==> src/rtl/cfgbank_pkg.sv <==
package cfgbank_pkg;
    localparam int CTL_LIVE_BIT     = 0;
    localparam int CTL_COMMIT_BIT   = 1;
    localparam int CTL_ERASE_EN_BIT = 2;

    typedef struct packed {
        logic live;
        logic erase_en;
        logic commit;
    } ctl_state_t;
endpackage

==> src/rtl/cfgbank_stage.sv <==
module cfgbank_stage #(
    parameter int W = 16
) (
    input  logic         clk,
    input  logic         rst_n,
    input  logic         load_a,
    input  logic [W-1:0] load_data,
    input  logic         copy_b,
    output logic [W-1:0] a_q,
    output logic [W-1:0] b_q
);
    typedef struct packed {
        logic [W-1:0] a;
        logic [W-1:0] b;
    } stage_t;

    stage_t st_d, st_q;

    always_comb begin
        st_d = st_q;
        if (load_a) st_d.a = load_data;
        // second stage only ever takes what the first stage already held
        if (copy_b) st_d.b = st_q.a;
    end

    always_ff @(posedge clk or negedge rst_n) begin
        if (!rst_n) st_q <= '0;
        else        st_q <= st_d;
    end

    assign a_q = st_q.a;
    assign b_q = st_q.b;

    // a copy delivers the previous first-stage value
    a_r3_copy_takes_first_stage: assert property (@(posedge clk) disable iff (!rst_n)
        copy_b |=> (b_q == $past(a_q)));

    a_r2_no_copy_holds: assert property (@(posedge clk) disable iff (!rst_n)
        !copy_b |=> $stable(b_q));
endmodule

==> src/rtl/cfgbank_ctrl.sv <==
module cfgbank_ctrl
    import cfgbank_pkg::*;
#(
    parameter int W      = 16,
    parameter int PAGE_W = 6
) (
    input  logic              clk,
    input  logic              rst_n,
    input  logic              ctl_we,
    input  logic [W-1:0]      ctl_wdata,
    input  logic              xfer,
    input  logic              erase_cmd,
    input  logic [PAGE_W-1:0] erase_page,
    output logic              live,
    output logic              commit_pulse,
    output logic [W-1:0]      ctl_rdata,
    output logic              erase_req,
    output logic [PAGE_W-1:0] erase_req_page
);
    typedef struct packed {
        ctl_state_t        ctl;
        logic              req;
        logic [PAGE_W-1:0] page;
    } ctrl_t;

    ctrl_t cs_d, cs_q;
    logic  trigger;

    assign trigger = (ctl_we && ctl_wdata[CTL_COMMIT_BIT]) || xfer;

    always_comb begin
        cs_d            = cs_q;
        cs_d.ctl.commit = trigger;
        if (ctl_we) begin
            cs_d.ctl.live     = ctl_wdata[CTL_LIVE_BIT];
            cs_d.ctl.erase_en = ctl_wdata[CTL_ERASE_EN_BIT];
        end
        cs_d.req  = erase_cmd && cs_q.ctl.erase_en;
        cs_d.page = erase_cmd ? erase_page : cs_q.page;
    end

    always_ff @(posedge clk or negedge rst_n) begin
        if (!rst_n) cs_q <= '0;
        else        cs_q <= cs_d;
    end

    always_comb begin
        ctl_rdata                   = '0;
        ctl_rdata[CTL_LIVE_BIT]     = cs_q.ctl.live;
        ctl_rdata[CTL_ERASE_EN_BIT] = cs_q.ctl.erase_en;
    end

    assign live           = cs_q.ctl.live;
    assign commit_pulse   = cs_q.ctl.commit;
    assign erase_req      = cs_q.req;
    assign erase_req_page = cs_q.page;

    // requests only pass while erase is enabled
    a_r6_erase_gated: assert property (@(posedge clk) disable iff (!rst_n)
        erase_req |-> $past(erase_cmd && cs_q.ctl.erase_en));

    // the commit pulse lasts one cycle unless triggered again
    a_r4_commit_single: assert property (@(posedge clk) disable iff (!rst_n)
        commit_pulse |=> (!commit_pulse || $past(trigger)));

    a_r7_commit_reads_zero: assert property (@(posedge clk) disable iff (!rst_n)
        ctl_rdata[CTL_COMMIT_BIT] == 1'b0);
endmodule

==> src/rtl/cfgbank_top.sv <==
module cfgbank_top #(
    parameter int DEPTH  = 8,
    parameter int W      = 16,
    parameter int PAGE_W = 6,
    localparam int AW    = $clog2(DEPTH + 1)
) (
    input  logic                 clk,
    input  logic                 rst_n,
    input  logic                 host_we,
    input  logic [AW-1:0]        host_addr,
    input  logic [W-1:0]         host_wdata,
    output logic [W-1:0]         host_rdata,
    input  logic                 ld_we,
    input  logic [AW-1:0]        ld_addr,
    input  logic [W-1:0]         ld_wdata,
    input  logic                 ld_xfer,
    input  logic                 erase_cmd,
    input  logic [PAGE_W-1:0]    erase_page,
    output logic                 erase_req,
    output logic [PAGE_W-1:0]    erase_req_page,
    output logic [DEPTH*W-1:0]   cfg_active
);
    localparam logic [AW-1:0] CTL_ADDR = AW'(DEPTH);

    typedef struct packed {
        logic          pend;
        logic [AW-1:0] idx;
    } live_t;

    live_t lv_d, lv_q;

    logic          live, commit_pulse;
    logic [W-1:0]  ctl_rdata;
    logic          host_cfg, ld_cfg, host_acc, ctl_we;
    logic [W-1:0]  a_arr [DEPTH];
    logic [DEPTH*W-1:0] a_vec;

    assign host_cfg = host_we && (host_addr < CTL_ADDR);
    assign ld_cfg   = ld_we && (ld_addr < CTL_ADDR);
    assign host_acc = host_cfg && !ld_cfg;
    assign ctl_we   = host_we && (host_addr == CTL_ADDR);

    cfgbank_ctrl #(.W(W), .PAGE_W(PAGE_W)) ctrl_i (
        .clk            (clk),
        .rst_n          (rst_n),
        .ctl_we         (ctl_we),
        .ctl_wdata      (host_wdata),
        .xfer           (ld_xfer),
        .erase_cmd      (erase_cmd),
        .erase_page     (erase_page),
        .live           (live),
        .commit_pulse   (commit_pulse),
        .ctl_rdata      (ctl_rdata),
        .erase_req      (erase_req),
        .erase_req_page (erase_req_page)
    );

    always_comb begin
        lv_d.pend = host_acc && live;
        lv_d.idx  = host_acc ? host_addr : lv_q.idx;
    end

    always_ff @(posedge clk or negedge rst_n) begin
        if (!rst_n) lv_q <= '0;
        else        lv_q <= lv_d;
    end

    for (genvar i = 0; i < DEPTH; i++) begin : g_word
        logic         load_a;
        logic [W-1:0] load_data;
        logic         copy_b;
        logic [W-1:0] b_q;

        assign load_a    = (ld_cfg && ld_addr == AW'(i)) || (host_acc && host_addr == AW'(i));
        assign load_data = ld_cfg ? ld_wdata : host_wdata;
        assign copy_b    = commit_pulse || (lv_q.pend && lv_q.idx == AW'(i));

        cfgbank_stage #(.W(W)) stage_i (
            .clk       (clk),
            .rst_n     (rst_n),
            .load_a    (load_a),
            .load_data (load_data),
            .copy_b    (copy_b),
            .a_q       (a_arr[i]),
            .b_q       (b_q)
        );

        assign cfg_active[i*W +: W] = b_q;
        assign a_vec[i*W +: W]      = a_arr[i];
    end

    always_comb begin
        host_rdata = '0;
        if (host_addr == CTL_ADDR) host_rdata = ctl_rdata;
        for (int i = 0; i < DEPTH; i++) begin
            if (host_addr == AW'(i)) host_rdata = a_arr[i];
        end
    end

    // without a commit or a live copy the active vector holds
    a_r2_active_holds: assert property (@(posedge clk) disable iff (!rst_n)
        (!commit_pulse && !lv_q.pend) |=> $stable(cfg_active));

    // a commit copies every first stage at once
    a_r4_commit_all: assert property (@(posedge clk) disable iff (!rst_n)
        commit_pulse |=> (cfg_active == $past(a_vec)));

    // reads above the control word return zero
    a_r8_high_read_zero: assert property (@(posedge clk) disable iff (!rst_n)
        (host_addr > CTL_ADDR) |-> (host_rdata == '0));
endmodule

==> config.mk <==
export PLATFORM = sky130hd
export DESIGN_NAME = cfgbank_top
export DESIGN_NICKNAME = d
export VERILOG_FILES = /design/src/rtl/cfgbank_pkg.sv /design/src/rtl/cfgbank_stage.sv /design/src/rtl/cfgbank_ctrl.sv /design/src/rtl/cfgbank_top.sv
export SDC_FILE = /design/constraint.sdc
export NUM_CORES = 1
export LEC_CHECK = 0
export CAP_MARGIN = 20
export CORE_AREA = 2 2 208 149
export CTS_CLUSTER_DIAMETER = 150
export CTS_CLUSTER_SIZE = 12
export DETAILED_ROUTE_END_ITERATION = 10
export DIE_AREA = 0 0 210 151
export GPL_ROUTABILITY_DRIVEN = 0
export GPL_TIMING_DRIVEN = 0
export HOLD_SLACK_MARGIN = 0.12
export PLACE_DENSITY_LB_ADDON = 0.2
export SKIP_LAST_GASP = 1
export SLEW_MARGIN = 0
export SYNTH_ARGS = -nofsm -noshare
export SYNTH_HDL_FRONTEND = slang
export SYNTH_SLANG_ARGS = --single-unit
==> constraint.sdc <==
create_clock -name clk -period 3.7 [get_ports clk]
set_input_delay 1.11 -clock clk [delete_from_list [all_inputs] [get_ports clk]]
set_output_delay 1.11 -clock clk [all_outputs]
set_load 0.02 [all_outputs]
==> results of run 1 <==
sequential cells by signal (all words and copies together), names as in the netlist:
| signal | cells |
|---|---|
| ctrl_i.commit_pulse | 1 |
| g_word.stage_i.b_q | 128 |
| ctrl_i.erase_req | 1 |
| ctrl_i.live | 1 |
| lv_q | 5 |
| ctrl_i.ctl_rdata | 1 |
| g_word.stage_i.a_q | 128 |
| ctrl_i.erase_req_page | 6 |
cell type report:
| cell class | instances | share of cell area |
|---|---|---|
| clock buffers | 26 | 0.0414 |
| repair buffers | 215 | 0.140 |
| multi-input cells | 512 | 0.327 |
| plain buffers | 42 | 0.0265 |
| clock inverters | 2 | 0.00151 |
| flip-flops and latches | 271 | 0.432 |
| well taps | 385 | 0.0307 |
| inverters | 4 | 0.000956 |
worst max path at each step:
| stage | start | end | slack (ps) |
|---|---|---|---|
| final | host_addr[0] | host_rdata[14] | 40 |
| after global routing | host_addr[2] | host_rdata[15] | 10 |
| after CTS | host_addr[0] | host_rdata[12] | -20 |
| after detailed placement | host_addr[0] | host_rdata[12] | -1570 |
| after global placement | rst_n | g_word[2].stage_i.b_q[8] | -10520 |
| after floorplan | host_addr[0] | host_rdata[1] | 70 |
per-layer routing:
metal	up-vias	share of wire
li1	3485	-
met1	3966	0.49
met2	216	0.43
met3	48	0.062
met4	0	0.020
met5	-	0
per-stage QoR:
stage	power [uW]	utilization	hold slack [ps]	worst slack (ps)	setup TNS (ps)
CTS	10300	0.529	505	-15.4	-15.4
global route	10800	0.530	510	11.0	0
floorplan	6090	-	470	71.6	0
finish	10300	0.530	499	43.2	0
global placement	7710	0.478	472	-10520	-2863890
detailed placement	7770	0.480	490	-1570	-21880
worst min-delay path: cells and delay by family, from the launching register on:
kind	cells	cell delay [ps]
and+or+nand+nor	1	50
AOI/OAI and AO/OA	1	60
DFF	1	350
power breakdown:
| group | internal [uW] | switching [uW] |
|---|---|---|
| registers | 3860 | 703 |
| logic | 1820 | 1550 |
| clock network | 1240 | 1090 |
cell usage after synthesis, drive strengths merged, types with 6 or more instances:
master | number | share of area
a21oi | 8 | 0.0053
mux2 | 270 | 0.26
nand2 | 64 | 0.021
a22oi | 12 | 0.0077
clkbuf | 8 | 0.0026
o22ai | 15 | 0.010
dfrtp | 271 | 0.58
nor2b | 8 | 0.0043
nor2 | 21 | 0.0067
a221oi | 7 | 0.0052
buf | 34 | 0.019
o21ai | 20 | 0.0098
nor3 | 6 | 0.0026
mux2i | 32 | 0.027
nand2b | 9 | 0.0048
cells by family after synthesis:
kind of cell / Yosys count / share of synthesized area
compound gates: 81 / 0.0553
buf+inv: 46 / 0.0230
flops: 271 / 0.579
mux: 302 / 0.290
simple gates: 129 / 0.0519
what timing repair did:
item | 4_1_cts | 5_1_grt
pin swaps | 16 | 4
setup endpoints to repair | 16 | 14
cloned | 4 | 1
buffers inserted | 9 | 1
hold buffers | 0 | 0
hold endpoints to repair | 0 | 0
gates resized for setup | 236 | 9
==> summary.txt, run 1 <==
Layout
  – Most common cell after layout, fill and taps aside: dfrtp_1
  – Synth-to-Final Area Change: 34.2%
  – Post-layout nets: 1,124
  – Layout fillers: 2,542
  – Inserted Diodes: 0
  – Multi-input logic area: 5130 sq um
  – Layout cells sized above 1: 0.419
  – Most frequent cells in the layout: 271 x dfrtp_1, 258 x mux2_2, 178 x clkdlybuf4s50_1
  – Reg area: 6780 sq um
  – Post-route cell area: 15,700 sq um
  – Fin cells: 1,457

Detailed routing
  – DRC: 0
  – Routed wire length: 33.1 mm
  – Detailed Route Iter0 Violations: 494
  – First-pass DRT Iterations: 5
  – DR vias/cell: 5.30
  – DRT antenna net count: 0
  – Via count: 7,715
  – Per-cell routed wire length: 22.7 microns

Logic synthesis
  – Sequential fraction of the synthesis area: 0.579
  – Async SR Flop Fraction: 1.00
  – Post-synthesis cell count: 829
  – Syn Area/Cell: 14.1 sq um
  – Syn Nets: 881
  – Number of synthesized flops with an enable pin: 0
  – Yosys reg bits: 271
  – Syn. warnings: 0
  – Synth cell types: 55
  – Mapped cell area: 11,700 sq um
  – Top_reg_cell synth: dfrtp_1

Clocking
  – Htree depth: 1
  – CTS tree: yes
  – Sinks on Clock Net: 271
  – Max clock buf depth: 3
  – CTS Buf Count: 26
  – CTS clk-pin slew, worst paths: 60 ps
  – Clock latency on the worst-skew pair: 540 ps
  – Root Driver: clkbuf_16

Critical path
  – Crit-path slowest cell: bufbuf_16
  – Levels on crit path: 8
  – CP delay by family, top: buffers and inverters
  – Critical path's most frequent cell: buf_8
  – WP data arrival: 2550 ps
  – Slowest cell delay on critical path: 290 ps
  – Worst r2r src: lv_q[2]
  – Crit Path Max Fanout: 6
  – Worst-path cell chain: buf_8 -> buf_8 -> bufbuf_16 -> mux2i_2 -> o22ai_4 -> a221oi_2 -> nand2_1 -> buf_2
  – Worst reg2reg setup slack: 1620 ps
  – FF-to-FF End: g_word[4].stage_i.b_q[11]
  – Startpoint Class: input pin
  – Worst Path Class, Setup: input pin to primary output
  – Critical Path RT: 2590 ps
  – R2R depth: 5
  – Critical path buffer and inverter count: 4
  – CP Capture Type: primary output

Min path
  – Hold EP: g_word[2].stage_i.b_q[4]
  – Worst Hold Class: flop to flop
  – WHS Path Cells: 2
  – Min-Delay Startpoint: g_word[2].stage_i.b_q[4]

GRT
  – Initial antenna violation count: 0
  – Vias in the first global route: 7,718
  – Largest net degree at the start of global routing: 98
  – Global route overflow: 0
  – GRT busiest layer: met1
  – First-pass GRT wire length: 50.4 mm
  – GRT Total Usage: 0.211
  – Met2 usage: 0.305
  – Met3 Track Usage GR: 0.0483
  – Met1 usage in global routing: 0.322

Pwr
  – Static Leak: 0.00665 uW
  – VDD IR-drop max: 300 uV
  – Power per cell area: 653 nW/um^2

Flow run
  – Max Cap Violations: 0

Floorplan
  – Die ar.: 31,700 sq um
  – Initial core utilization: 0.395
  – Overall die height: 151 microns
  – IO Pins: 203
  – Die W: 210 microns
  – Row cnt: 53
  – Core area: 29,600 sq um

STA
  – Min Tclk post-route: 3660 ps
  – Slew margin rel.: 0.372
  – Max Slew Vio Count: 0
  – Slew @ Worst Pin: 936 ps
  – Max Clock Skew: 19.1 ps
  – Final setup viols: 0
  – RSZ-0062 raised after global routing: no
  – Final Hold Viols: 0
  – Crit share post-route: 0.988
  – FMAX: 273 MHz

Placement
  – Placed cell count: 1,414
  – Hpwl dp: 24.0 mm
  – Number of port buffers: 198
  – Placed Area: 14,200 sq um

Outcome
  – Status: finished, final reports clean
Note: power is estimated with default switching activity, not from simulation.
==> inputs of run 2 (changes only) <==
--- a/config.mk
+++ b/config.mk
@@ -5,16 +5,13 @@
 export SDC_FILE = /design/constraint.sdc
 export NUM_CORES = 1
 export LEC_CHECK = 0
-export CAP_MARGIN = 20
 export CORE_AREA = 2 2 208 149
 export CTS_CLUSTER_DIAMETER = 150
-export CTS_CLUSTER_SIZE = 12
 export DETAILED_ROUTE_END_ITERATION = 10
 export DIE_AREA = 0 0 210 151
 export GPL_ROUTABILITY_DRIVEN = 0
 export GPL_TIMING_DRIVEN = 0
 export HOLD_SLACK_MARGIN = 0.12
-export PLACE_DENSITY_LB_ADDON = 0.2
 export SKIP_LAST_GASP = 1
 export SLEW_MARGIN = 0
 export SYNTH_ARGS = -nofsm -noshare
==> summary.txt, run 2 (synthesis gave the netlist of run 1 again) <==
Floorplan
  – Row cnt: 53 (unchanged)
  – Die W: 210 microns (unchanged)
  – Core area: 29,600 sq um (unchanged)
  – Initial core utilization: 0.395 (unchanged)
  – Overall die height: 151 microns (unchanged)
  – Die ar.: 31,700 sq um (unchanged)
  – IO Pins: 203 (unchanged)

Critical path
  – Worst Path Class, Setup: input pin to primary output
  – R2R depth: 4 (-1)
  – Startpoint Class: input pin
  – CP Capture Type: primary output
  – WP data arrival: 2590 ps (+40 ps)
  – Crit Path Max Fanout: 10 (+4)
  – Critical Path RT: 2590 ps (about the same)

Clocking
  – Hold-fix buffers, CTS: 0 (unchanged)
  – CTS clk-pin slew, worst paths: 60 ps (about the same)
  – CTS tree: yes
  – Clock latency on the worst-skew pair: 540 ps (about the same)
  – Htree depth: 1 (unchanged)
  – Root Driver: clkbuf_16
  – CTS Buf Count: 28 (+7.7%)
  – Sinks on Clock Net: 271 (unchanged)
  – Max clock buf depth: 3 (unchanged)

Pwr
  – VDD IR-drop max: 257 uV (-14%)
  – Power per cell area: 677 nW/um^2 (+3.6%)
  – Static Leak: 0.00673 uW (+1.2%)
  – Clock Power Share: 0.261 (+0.034)
  – Switching power: 3400 uW (+1.8%)
  – Pwr Total: 10,700 uW (+4.7%)
  – Reg power frac: 0.425 (-0.020)
  – Switching part of the total: 0.317 (-0.00895)
  – Combinational Power Share: 0.314 (-0.015)
  – Internal cell power: 7340 uW (+6.1%)

GRT
  – First-pass GRT wire length: 50.4 mm (about the same)
  – Largest net degree at the start of global routing: 113 (+15%)
  – Vias in the first global route: 7,814 (+1.2%)
  – GRT Total Usage: 0.213 (+0.00139)
  – Initial antenna violation count: 0 (unchanged)
  – Global route overflow: 0 (unchanged)

Detailed routing
  – DRC: 0 (unchanged)
  – Detailed Route Iter0 Violations: 468 (-5.3%)
  – Routed wire length: 33.3 mm (+0.61%)
  – Per-cell routed wire length: 22.7 microns (-0.41%)
  – First-pass DRT Iterations: 5 (unchanged)
  – DR vias/cell: 5.19 (-2.0%)
  – Via count: 7,635 (-1.0%)
  – DRT antenna net count: 0 (unchanged)

STA
  – Final setup viols: 0 (unchanged)
  – Crit share post-route: 0.999 (+0.0107)
  – Max Clock Skew: 17.5 ps (-1.68 ps)
  – RSZ-0062 raised after global routing: yes
  – Final Hold Viols: 0 (unchanged)
  – Max Slew Vio Count: 0 (unchanged)
  – Slew margin rel.: 0.388 (+0.0160)
  – FMAX: 271 MHz (-1.1%)
  – Final setup margin: 3.54 ps (-39.7 ps)
  – Min Tclk post-route: 3700 ps (+39.7 ps)
  – Slew @ Worst Pin: 913 ps (-23.9 ps)

Min path
  – WHS Path Cells: 1 (-1)
  – Worst Hold Class: flop to flop

Outcome
  – Status: finished, final reports clean

Placement
  – Hpwl dp: 24.0 mm (+0.15%)
  – Placed cell count: 1,414 (unchanged)
  – Number of port buffers: 198 (unchanged)
  – Dpl ws: -1510 ps (+61.2 ps)

Layout
  – Layout cells sized above 1: 0.425 (+0.00657)
  – Most frequent cells in the layout: 271 x dfrtp_1, 258 x mux2_2, 178 x clkdlybuf4s50_1
  – Synth-to-Final Area Change: 35.6%
  – Most common cell after layout, fill and taps aside: dfrtp_1
  – Fin cells: 1,472 (+1.0%)
  – Post-layout nets: 1,120 (-0.36%)

Flow run
  – Max Cap Violations: 0 (unchanged)
==> run 2: changes by cell type in the layout (fill, tap and decap cells not counted), moves of 3 or more <==
cell,before,now
buf_2,16,19
buf_4,26,21
clkbuf_1,3,7
clkbuf_8,1,11
clkinv_2,0,5
o21ai_1,7,4
o21ai_2,2,5
==> run 2: final timing paths <==
kind,from,to,slack [ps]
min in group asynchronous,rst_n,g_word[6].stage_i.b_q[0],570
max reg2reg,ctrl_i.commit_pulse,g_word[3].stage_i.b_q[12],1570
min,g_word[3].stage_i.b_q[4],g_word[3].stage_i.b_q[4],500
max in group asynchronous,rst_n,g_word[1].stage_i.a_q[12],2130
max,host_addr[0],host_rdata[10],4
min reg2reg,g_word[3].stage_i.b_q[4],g_word[3].stage_i.b_q[4],500
==> run 2: cell type report <==
cell class,count,area (sq um)
fill,2473,13800
sequential,271,6780
clock inverter,6,55.1
antenna,1,2.50
timing repair buffer,209,2100
buffer,42,419
clock buffer,42,865
inverter,4,15.0
tap,385,482
multi-input combinational,512,5150
==> run 2: per-stage QoR <==
stage               utilization  hold slack [ps]  cell area (sq um)  TNS [ps]
finish                    0.535              503              15900         0
global route              0.535              510              15900     -52.1
CTS                       0.532              506              15800     -25.9
detailed placement        0.480              478              14200    -21140
global placement          0.478              467              14200  -2865930
floorplan                     -              470              11700         0
==> run 2: power groups by stage <==
stage | Sequential, uW | Combinational (uW) | Clock (uW)
after floorplan | 4940 | 1150 | 0
after global placement | 4540 | 3170 | 0
after detailed placement | 4560 | 3210 | 0
after CTS | 4550 | 3380 | 2880
after global routing | 4690 | 3570 | 3020
final | 4560 | 3370 | 2810
==> run 2: metal layers <==
metal | up-vias | part of all wire | track usage
met5 | - | 0 | 0
met4 | 0 | 0.018 | 0.0479
met3 | 37 | 0.064 | 0.0493
met2 | 190 | 0.42 | 0.309
met1 | 3925 | 0.49 | 0.321
li1 | 3483 | - | -
==> run 2: what timing repair did <==
item / 4_1_cts / 5_1_grt
buffers inserted: 5 / 0
setup endpoints to repair: 16 / 12
resized for setup: 224 / 22
pin swaps: 16 / 9
gates cloned: 4 / 0
==> run 2: worst max-delay path: stages <==
cell,delay (ps)
clkbuf_4,150
buf_12,170
buf_4,240
mux2i_2,300
nor2_2,80
o21ai_1,220
o21ai_2,120
buf_4,180
==> inputs of run 3 (changes only) <==
--- a/config.mk
+++ b/config.mk
@@ -5,10 +5,10 @@
 export SDC_FILE = /design/constraint.sdc
 export NUM_CORES = 1
 export LEC_CHECK = 0
-export CORE_AREA = 2 2 208 149
+export CORE_AREA = 4 4 210 151
 export CTS_CLUSTER_DIAMETER = 150
 export DETAILED_ROUTE_END_ITERATION = 10
-export DIE_AREA = 0 0 210 151
+export DIE_AREA = 0 0 214 155
 export GPL_ROUTABILITY_DRIVEN = 0
 export GPL_TIMING_DRIVEN = 0
 export HOLD_SLACK_MARGIN = 0.12
==> summary.txt, run 3 (synthesis gave the netlist of run 1 again) <==
Outcome
  – Status: finished, final reports clean

Floorplan
  – Core area: 29,600 sq um (unchanged)
  – Die ar.: 33,200 sq um (+4.6%)
  – Die W: 214 microns (+1.9%)
  – IO Pins: 203 (unchanged)
  – Initial core utilization: 0.395 (unchanged)
  – Overall die height: 155 microns (+2.6%)
  – Row cnt: 53 (unchanged)

STA
  – Slew @ Worst Pin: 955 ps (+42.5 ps)
  – Final Hold Slack: 486 ps (-17.4 ps)
  – Max Clock Skew: 13.3 ps (-4.17 ps)
  – Min Tclk post-route: 3680 ps (-17.7 ps)
  – FMAX: 272 MHz (+0.48%)
  – Slew margin rel.: 0.360 (-0.0285)
  – RSZ-0062 raised after global routing: yes
  – Crit share post-route: 0.994 (-0.00479)
  – Max Slew Vio Count: 0 (unchanged)
  – Final Hold Viols: 0 (unchanged)
  – Final setup viols: 0 (unchanged)

Critical path
  – Worst-path cell chain: buf_2 -> buf_8 -> buf_6 -> nor3_1 -> a2111oi_2 -> o21ai_0 -> o21ai_0 -> buf_2
  – Worst Path Class, Setup: input pin to primary output
  – CP delay by family, top: buffers and inverters
  – Slowest cell delay on critical path: 370 ps (+70 ps)
  – Critical path buffer and inverter count: 4 (unchanged)
  – Critical Path RT: 2590 ps (about the same)
  – FF-to-FF End: g_word[4].stage_i.b_q[10]
  – Worst reg2reg setup slack: 1590 ps (+20 ps)
  – Levels on crit path: 8 (unchanged)
  – Worst r2r src: lv_q[2]
  – R2R depth: 5 (+1)
  – Crit Path Max Fanout: 10 (unchanged)
  – Startpoint Class: input pin
  – Crit-path slowest cell: a2111oi_2
  – WP data arrival: 2570 ps (-20 ps)
  – CP Capture Type: primary output

Layout
  – Post-layout util: 0.539 (+0.00329)
  – Post-layout nets: 1,120 (unchanged)
  – Inserted Diodes: 0 (-1)
  – Layout cells sized above 1: 0.428 (+0.00289)
  – Most common cell after layout, fill and taps aside: dfrtp_1
  – Synth-to-Final Area Change: 36.5%
  – Most frequent cells in the layout: 271 x dfrtp_1, 258 x mux2_2, 178 x clkdlybuf4s50_1
  – Layout fillers: 2,504 (+1.3%)

Placement
  – Hpwl dp: 24.3 mm (+1.1%)
  – Number of port buffers: 198 (unchanged)

Clocking
  – Sinks on Clock Net: 271 (unchanged)
  – Htree depth: 1 (unchanged)
  – Hold-fix buffers, CTS: 0 (unchanged)
  – CTS clk-pin slew, worst paths: 60 ps (about the same)
  – CTS tree: yes
  – CTS Buf Count: 28 (unchanged)
  – Max clock buf depth: 3 (unchanged)
  – Clock latency on the worst-skew pair: 530 ps (about the same)
  – Root Driver: clkbuf_16

Detailed routing
  – DR vias/cell: 5.19 (+0.12%)
  – Met2 routed WL: 14.4 mm (+1.6%)
  – WL met3: 2.23 mm (+3.7%)
  – First-pass DRT Iterations: 5 (unchanged)
  – Routed length on met1: 16.2 mm (-1.3%)
  – DRC: 0 (unchanged)
  – Top sig layer: met4
  – DRT antenna net count: 0 (unchanged)
  – Routed wire length: 33.5 mm (+0.39%)
  – Detailed Route Iter0 Violations: 420 (-10%)
  – Per-cell routed wire length: 22.7 microns (+0.32%)
  – Via count: 7,649 (+0.18%)

Flow run
  – Max Cap Violations: 0 (unchanged)

Min path
  – Worst Hold Class: flop to flop
  – WHS Path Cells: 2 (+1)
  – Min-Delay Startpoint: g_word[2].stage_i.b_q[4]
  – Hold EP: g_word[2].stage_i.b_q[4]

Pwr
  – Pwr Total: 11,000 uW (+2.3%)
  – Switching power: 3430 uW (+0.70%)
  – Static Leak: 0.00677 uW (+0.55%)
  – Power per cell area: 688 nW/um^2 (+1.7%)
  – Clock Power Share: 0.277 (+0.016)
  – VDD IR-drop max: 277 uV (+7.9%)
  – Combinational Power Share: 0.307 (-0.007)
  – Internal cell power: 7560 uW (+3.0%)
  – Reg power frac: 0.415 (-0.010)
  – Switching part of the total: 0.312 (-0.00497)

GRT
  – Global route overflow: 0 (unchanged)
  – GRT Total Usage: 0.199 (-0.0137)
  – Largest net degree at the start of global routing: 96 (-15%)
  – Vias in the first global route: 8,016 (+2.6%)
  – Initial antenna violation count: 0 (unchanged)
  – First-pass GRT wire length: 51.2 mm (+1.7%)
==> run 3: timing repair <==
item,CTS,global route
hold endpoints to repair,0,0
setup buffers,5,1
pin swaps,18,8
setup endpoints to repair,16,12
resized for setup,234,19
cloned,3,0
==> run 3: worst max path at each step <==
stage	startpoint	slack, ps	endpoint
floorplan	host_addr[0]	70	host_rdata[1]
global placement	rst_n	-10510	g_word[3].stage_i.b_q[11]
detailed placement	host_addr[0]	-1520	host_rdata[9]
CTS	host_addr[2]	-0.2	host_rdata[6]
global route	host_addr[0]	-30	host_rdata[10]
finish	host_addr[0]	20	host_rdata[3]
==> run 3: final cells by class <==
type	count	area (sq um)	area share
plain buffers	42	408	0.0255
flip-flops and latches	271	6780	0.425
inverters	4	15.0	0.000940
clock inverters	8	144	0.00901
repair buffers	209	2090	0.131
well taps	385	482	0.0302
clock buffers	42	865	0.0541
multi-input cells	512	5190	0.325
==> run 3: metal layers <==
layer / global-route usage / up-vias
met1: 0.297 / 3917
li1: - / 3485
met4: 0.0404 / 0
met5: 0 / -
met2: 0.295 / 203
met3: 0.0515 / 44
==> run 3: stage by stage <==
| step | setup WS [ps] | setup TNS, ps | instance area [sq um] | cells |
|---|---|---|---|---|
| final | 21.3 | 0 | 16000 | 1473 |
| after global routing | -28.2 | -76.8 | 16000 | 1473 |
| after CTS | -0.197 | -0.197 | 15900 | 1472 |
| after detailed placement | -1520 | -21610 | 14200 | 1414 |
| after global placement | -10510 | -2859540 | 14200 | 1412 |
| after floorplan | 71.6 | 0 | 11700 | 829 |
==> run 3: power groups by stage <==
stage	logic [uW]	clock network (uW)	registers, uW
floorplan	1150	0	4940
finish	3380	3050	4560
global route	3590	3230	4690
CTS	3400	3120	4550
detailed placement	3230	0	4550
global placement	3190	0	4530
==> run 3: worst register-to-register path, delay by kind of cell, from the launching register on <==
| family | cells | cell delay, ps |
|---|---|---|
| buf+inv | 2 | 540 |
| compound gates | 1 | 470 |
| flops | 1 | 400 |
| mux | 1 | 370 |
| simple gates | 1 | 190 |
